### src/rtl/rxq_pkg.sv
package rxq_pkg;
    localparam int CHAR_W     = 8;
    localparam int LINE_FLD_W = 4;
    localparam int WORD_W     = 16;
    localparam int SZ_LSB     = 8;
    localparam int EN_BIT     = 12;

    typedef struct packed {
        logic                  ovr;
        logic                  ferr;
        logic                  perr;
        logic [LINE_FLD_W-1:0] line;
        logic [CHAR_W-1:0]     ch;
    } rx_ent_t;

    function automatic logic [WORD_W-1:0] pack_word(input logic vld, input rx_ent_t e);
        return vld ? {1'b1, e} : '0;
    endfunction

    function automatic logic [CHAR_W-1:0] width_mask(input logic [1:0] code);
        return 8'hFF >> (2'd3 - code);
    endfunction
endpackage

### src/rtl/rxq_line_cfg.sv
module rxq_line_cfg #(
    parameter int NUM_LINES = 4
) (
    input  logic                   clk,
    input  logic                   rst,
    input  logic                   lp_we,
    input  logic [15:0]            lp_wdata,
    output logic [NUM_LINES-1:0]   line_en,
    output logic [2*NUM_LINES-1:0] line_sz
);
    import rxq_pkg::*;

    for (genvar i = 0; i < NUM_LINES; i++) begin : g_line
        logic hit;
        assign hit = lp_we && (lp_wdata[3:0] == 4'(i));
        always_ff @(posedge clk) begin
            if (rst) begin
                line_en[i]       <= 1'b0;
                line_sz[2*i +: 2] <= 2'd3;
            end else if (hit) begin
                line_en[i]       <= lp_wdata[EN_BIT];
                line_sz[2*i +: 2] <= lp_wdata[SZ_LSB +: 2];
            end
        end
    end
endmodule

### src/rtl/rxq_fifo.sv
module rxq_fifo #(
    parameter int DEPTH = 16,
    parameter int N     = 4,
    localparam int PTR_W = $clog2(DEPTH),
    localparam int CNT_W = $clog2(DEPTH + 1)
) (
    input  logic             clk,
    input  logic             rst,
    input  logic [N-1:0]     wr_vld,
    input  rxq_pkg::rx_ent_t wr_ent [N],
    input  logic             pop,
    output rxq_pkg::rx_ent_t head,
    output logic             empty,
    output logic [CNT_W-1:0] occ,
    output logic [N-1:0]     stored,
    output logic             drop
);
    import rxq_pkg::*;

    rx_ent_t          mem [DEPTH];
    logic [PTR_W-1:0] wr_ptr, rd_ptr;
    logic [CNT_W-1:0] space, n_acc;
    logic [PTR_W-1:0] waddr [N];
    logic             pop_ok;

    assign space  = CNT_W'(DEPTH) - occ;
    assign empty  = (occ == '0);
    assign pop_ok = pop && !empty;
    assign head   = mem[rd_ptr];

    always_comb begin
        logic [CNT_W-1:0] rank;
        rank   = '0;
        stored = '0;
        for (int i = 0; i < N; i++) begin
            waddr[i] = wr_ptr + rank[PTR_W-1:0];
            if (wr_vld[i]) begin
                stored[i] = (rank < space);
                rank      = rank + 1'b1;
            end
        end
        n_acc = '0;
        for (int i = 0; i < N; i++) n_acc = n_acc + CNT_W'(stored[i]);
        drop = |(wr_vld & ~stored);
    end

    always_ff @(posedge clk) begin
        for (int i = 0; i < N; i++)
            if (stored[i]) mem[waddr[i]] <= wr_ent[i];
    end

    always_ff @(posedge clk) begin
        if (rst) begin
            wr_ptr <= '0;
            rd_ptr <= '0;
            occ    <= '0;
        end else begin
            wr_ptr <= wr_ptr + n_acc[PTR_W-1:0];
            rd_ptr <= rd_ptr + PTR_W'(pop_ok);
            occ    <= occ + n_acc - CNT_W'(pop_ok);
        end
    end
endmodule

### src/rtl/rxq_mux_rx.sv
module rxq_mux_rx #(
    parameter int NUM_LINES = 4,
    parameter int DEPTH     = 16,
    localparam int CNT_W    = $clog2(DEPTH + 1)
) (
    input  logic                   clk,
    input  logic                   rst,
    input  logic [NUM_LINES-1:0]   rx_valid,
    input  logic [8*NUM_LINES-1:0] rx_data,
    input  logic [NUM_LINES-1:0]   rx_ferr,
    input  logic [NUM_LINES-1:0]   rx_perr,
    input  logic                   lp_we,
    input  logic [15:0]            lp_wdata,
    input  logic                   ctl_we,
    input  logic                   ctl_rie,
    input  logic                   rd_en,
    output logic [15:0]            rd_data,
    output logic                   rx_done,
    output logic                   rx_irq
);
    import rxq_pkg::*;

    logic [NUM_LINES-1:0]   line_en;
    logic [2*NUM_LINES-1:0] line_sz;
    logic [NUM_LINES-1:0]   gv, stored;
    rx_ent_t                ent [NUM_LINES];
    rx_ent_t                head;
    logic                   empty, drop, ovr_pend, rie;
    logic [CNT_W-1:0]       occ;

    rxq_line_cfg #(.NUM_LINES(NUM_LINES)) u_cfg (
        .clk(clk), .rst(rst), .lp_we(lp_we), .lp_wdata(lp_wdata),
        .line_en(line_en), .line_sz(line_sz)
    );

    assign gv = rx_valid & line_en;

    always_comb begin
        logic seen;
        seen = 1'b0;
        for (int i = 0; i < NUM_LINES; i++) begin
            ent[i].ch   = rx_data[8*i +: 8] & width_mask(line_sz[2*i +: 2]);
            ent[i].line = LINE_FLD_W'(i);
            ent[i].ferr = rx_ferr[i];
            ent[i].perr = rx_perr[i];
            ent[i].ovr  = ovr_pend && !seen;
            seen        = seen | gv[i];
        end
    end

    rxq_fifo #(.DEPTH(DEPTH), .N(NUM_LINES)) u_fifo (
        .clk(clk), .rst(rst), .wr_vld(gv), .wr_ent(ent), .pop(rd_en),
        .head(head), .empty(empty), .occ(occ), .stored(stored), .drop(drop)
    );

    always_ff @(posedge clk) begin
        if (rst) begin
            ovr_pend <= 1'b0;
            rie      <= 1'b0;
        end else begin
            ovr_pend <= drop || (ovr_pend && !(|stored));
            if (ctl_we) rie <= ctl_rie;
        end
    end

    assign rd_data = pack_word(!empty, head);
    assign rx_done = !empty;
    assign rx_irq  = rie && !empty;
endmodule

### config.mk
export PLATFORM = sky130hd
export DESIGN_NAME = rxq_mux_rx
export DESIGN_NICKNAME = d
export VERILOG_FILES = /design/src/rtl/rxq_pkg.sv /design/src/rtl/rxq_line_cfg.sv /design/src/rtl/rxq_fifo.sv /design/src/rtl/rxq_mux_rx.sv
export SDC_FILE = /design/constraint.sdc
export NUM_CORES = 1
export LEC_CHECK = 0
export BUFFER_PORTS_ARGS = -buffer_cell sky130_fd_sc_hd__buf_2
export CELL_PAD_IN_SITES_DETAIL_PLACEMENT = 0
export CELL_PAD_IN_SITES_GLOBAL_PLACEMENT = 1
export CORE_UTILIZATION = 54
export CTS_BUF_LIST = sky130_fd_sc_hd__clkbuf_4 sky130_fd_sc_hd__clkbuf_8
export CTS_CLUSTER_SIZE = 24
export DETAILED_ROUTE_END_ITERATION = 16
export GPL_ROUTABILITY_DRIVEN = 0
export PLACE_DENSITY_LB_ADDON = 0.1
export SLEW_MARGIN = 20
export SYNTH_ARGS = -nofsm -noshare
export SYNTH_HDL_FRONTEND = slang
export SYNTH_SLANG_ARGS = --single-unit
### constraint.sdc
create_clock -name clk -period 11.5 [get_ports clk]
set_input_delay 3.45 -clock clk [delete_from_list [all_inputs] [get_ports clk]]
set_output_delay 3.45 -clock clk [all_outputs]
set_load 0.005 [all_outputs]
==> flow_metrics.py <==
metrics = {
    "timing": {
        "max_clock_freq_mhz": 124,
        "drv_slew": 0,
        "final-setup-viol-count": 0,
        "whs_ps": 452,
        "hold_viol": 0,
        "period_share_pct": 70.0,
        "fin_setup_tns_ps": 0,
        "layout_min_cycle_time_ps": 8040,
        "rsz0062_at_grt": "no",
        "worstMarginPinSlew_ps": 1220,
        "slew-limit-headroom_pct": 18.2,
        "worst_slack_ps": 3460,
        "fin_skew_ps": 30.4,
    },
    "clock_tree": {
        "cts_buffer_depth": 3,
        "cts.sinks": 235,
        "cts-root-buf": "clkbuf_8",
        "clk_pin_slew_ps": 60,
        "ctsHoldBuffers": 0,
        "numCtsBuffers": 43,
        "clk_latency_ps": 600,
        "post_cts_resized": 0,
        "post_cts_buffers": 0,
        "cts_tree": "done",
        "htree_levels": 2,
    },
    "finish": {
        "synthToLayoutAreaGrowth_pct": 8.76,
        "layout.nets": 1797,
        "utilization_pct": 60.2,
        "final_cell_mix": "o21ai_0 (228), edfxtp_1 (176), nand2_1 (168)",
        "num_antenna_cells": 0,
        "fillers": 2574,
        "layout-drive-gt1-share_pct": 18.6,
        "layout_commonest_cell": "o21ai_0",
    },
    "floorplanning": {
        "fp.dieW_um": 177,
        "die_h_um": 177,
        "rows": 63,
        "io_pins": 84,
        "initial_utilization_pct": 55.4,
        "die-area_um2": 31300,
        "core-area_um2": 29900,
    },
    "logic_synthesis": {
        "ys.flop_type": "edfxtp_1",
        "synth_top_family_by_area": "compound AO/OA/AOI/OAI gates",
        "ys_ff_latch": 235,
        "muxShareOfSynthArea_pct": 9.40,
        "synth-async-reset-ratio_pct": 0,
        "synthXorXnorAreaFrac_pct": 0.741,
        "synth_top_cell_by_area": "edfxtp_1",
        "synth_top_cell_area_share_pct": 31.9,
        "synthCells": 1722,
        "synth_fa_ha_area_share_pct": 2.72,
        "synth_seq_area_share_pct": 39.1,
        "yosys.area_share.simple_pct": 13.3,
        "yosysUniqueCellTypes": 80,
        "synth-compound-area-share_pct": 28.8,
        "synth_area_um2": 16500,
        "synth_edf_count": 176,
        "syn_avg_cell_area_um2": 9.61,
        "ys_warn_count": 0,
        "synth.area.top_cells": "edfxtp_1 (32%), mux4_2 (8.8%), dfxtp_1 (7.1%)",
    },
    "run": {
        "max_cap_violations": 0,
    },
    "detailed_routing": {
        "routed_via_density": 7.63,
        "drt-total-wl_um": 69600,
        "dr_total_vias": 16200,
        "post_drt_wl_per_cell_um": 32.8,
        "first_iter_violations": 3037,
        "drc_errors": 0,
        "ant_nets": 0,
        "dr.pass1.iters": 8,
    },
    "setup_path": {
        "crit_required_ps": 11940,
        "worstRegToRegCells": 22,
        "worst_ep_arrival_time_ps": 8490,
        "crit_path_end_kind": "flip-flop",
        "r2r_slack_ps": 5970,
        "worst-setup-path-type": "in2reg",
        "rr_startpoint": "u_fifo.occ[0]",
        "start_kind": "input pin",
        "cp_max_fo": 24,
        "rr_endpoint": "u_fifo.occ[4]",
    },
    "worst_hold_path": {
        "hold_depth": 2,
        "min_path_type": "reg2reg",
        "min_to": "u_cfg.line_en[1]",
        "min_from": "u_cfg.line_en[1]",
    },
    "placed_design": {
        "pre_cts_slack_ps": 3010,
        "hpwl_um": 48500,
        "io_buffers": 72,
    },
    "pwr": {
        "vdd_drop_max_v": 0.000166,
        "power_density_nw_per_um2": 161,
        "p_leak_uw": 0.00608,
    },
    "grt": {
        "grt_pass1_wl_um": 99700,
        "overflow": 0,
        "first_global_vias": 14600,
        "grt_max_degree": 57,
        "antenna_found_initial": 1,
        "track_usage_pct": 44.4,
    },
    "status": {
        "status": "finished, final reports clean",
    },
}
-- how the worst max path moves through the flow --
stage | from | endpoint | slack (ps) | cells after the start
after floorplan | rx_valid[0] | u_fifo.occ[4] | 3930 | 24
after global placement | rx_valid[0] | u_fifo.occ[4] | 3050 | 22
after detailed placement | rx_valid[1] | u_fifo.occ[4] | 3010 | 21
after CTS | rx_valid[1] | u_fifo.occ[4] | 3590 | 21
after global routing | rx_valid[1] | u_fifo.occ[4] | 3220 | 22
final | rx_valid[0] | u_fifo.occ[4] | 3460 | 23
-- worst max-delay path, stage by stage --
cell and delay, ps:
buf_2 90, and2_1 140, buf_4 200, inv_1 420, nor2_1 220, nand2_1 110
o21ai_0 180, ha_1 250, nor2_1 110, nand3_1 80, o2bb2ai_1 680, inv_2 440
fa_1 500, inv_1 60, ha_1 230, inv_1 100, ha_1 270, fa_1 460
inv_1 70, a21o_1 110, a21oi_1 70, xnor2_1 150, nor2_1 50
-- flip-flops by register name, indices dropped and copies added, names as in the netlist --
name           flops
u_fifo.mem       208
u_cfg.line_sz      8
u_fifo.occ         5
u_cfg.line_en      4
u_fifo.rd_ptr      4
u_fifo.wr_ptr      4
ovr_pend           1
rie                1
-- cells by family (layout without fill, tap and decap cells) --
logic type,after synthesis,count (layout)
compound gates,704,704
simple gates,433,433
fa+ha+maj,33,33
xor+xnor,14,14
buf+inv,228,238
flops,235,235
other cells,1,2
mux,74,74
-- cell usage after synthesis, drive strengths merged (3+ instances only) --
library cell and count:
nand3 60, a211o 15, and2 53, a2111oi 14, or2 4, o21ai 301
o31a 3, nor3 26, xnor2 6, dfxtp 59, a311o 3, a21boi 11
nand4 11, fa 5, xor2 8, mux4 65, a31oi 45, inv 43
a21o 11, o211ai 11, o22ai 39, edfxtp 176, buf 72, nor2 47
clkbuf 113, o31ai 3, mux2i 8, nand3b 4, nand2 168, o2111ai 6
a221oi 113, nor2b 15, a211oi 50, or3 13, nand2b 8, a21oi 44
o21a 8, and3 16, ha 28, o221a 4, a32o 4, a2111o 6
-- metal layers --
layer  track usage [%]  routed length, um  share of wire, %
met1              60.2              25500                37
met2              64.3              29400                42
met3              15.7              11600                17
met4              17.6               3180               4.6
met5                 0                  0                 0
-- power by group --
part,switching (uW),internal [uW]
clock,386,569
sequential,53.7,930
combinational,607,347
total,1050,1850
-- stage by stage --
step                      std cells  power (uW)  cell area (um2)
after floorplan                1723        1640            16500
after global placement         2043        1900            17000
after detailed placement       2043        1920            17000
after CTS                      2123        2850            18000
after global routing           2123        2980            18000
final                          2123        2890            18000
-- cell type report --
class | count | area (um2) | share of cell area (%)
Sequential cell | 235 | 6470 | 36.0
Inverter | 43 | 161 | 0.897
Tap cell | 390 | 488 | 2.71
Clock inverter | 23 | 287 | 1.59
Multi-Input combinational cell | 1260 | 9180 | 51.0
Timing Repair Buffer | 115 | 683 | 3.80
Clock buffer | 57 | 722 | 4.01
(Power assumes the default switching activity.)
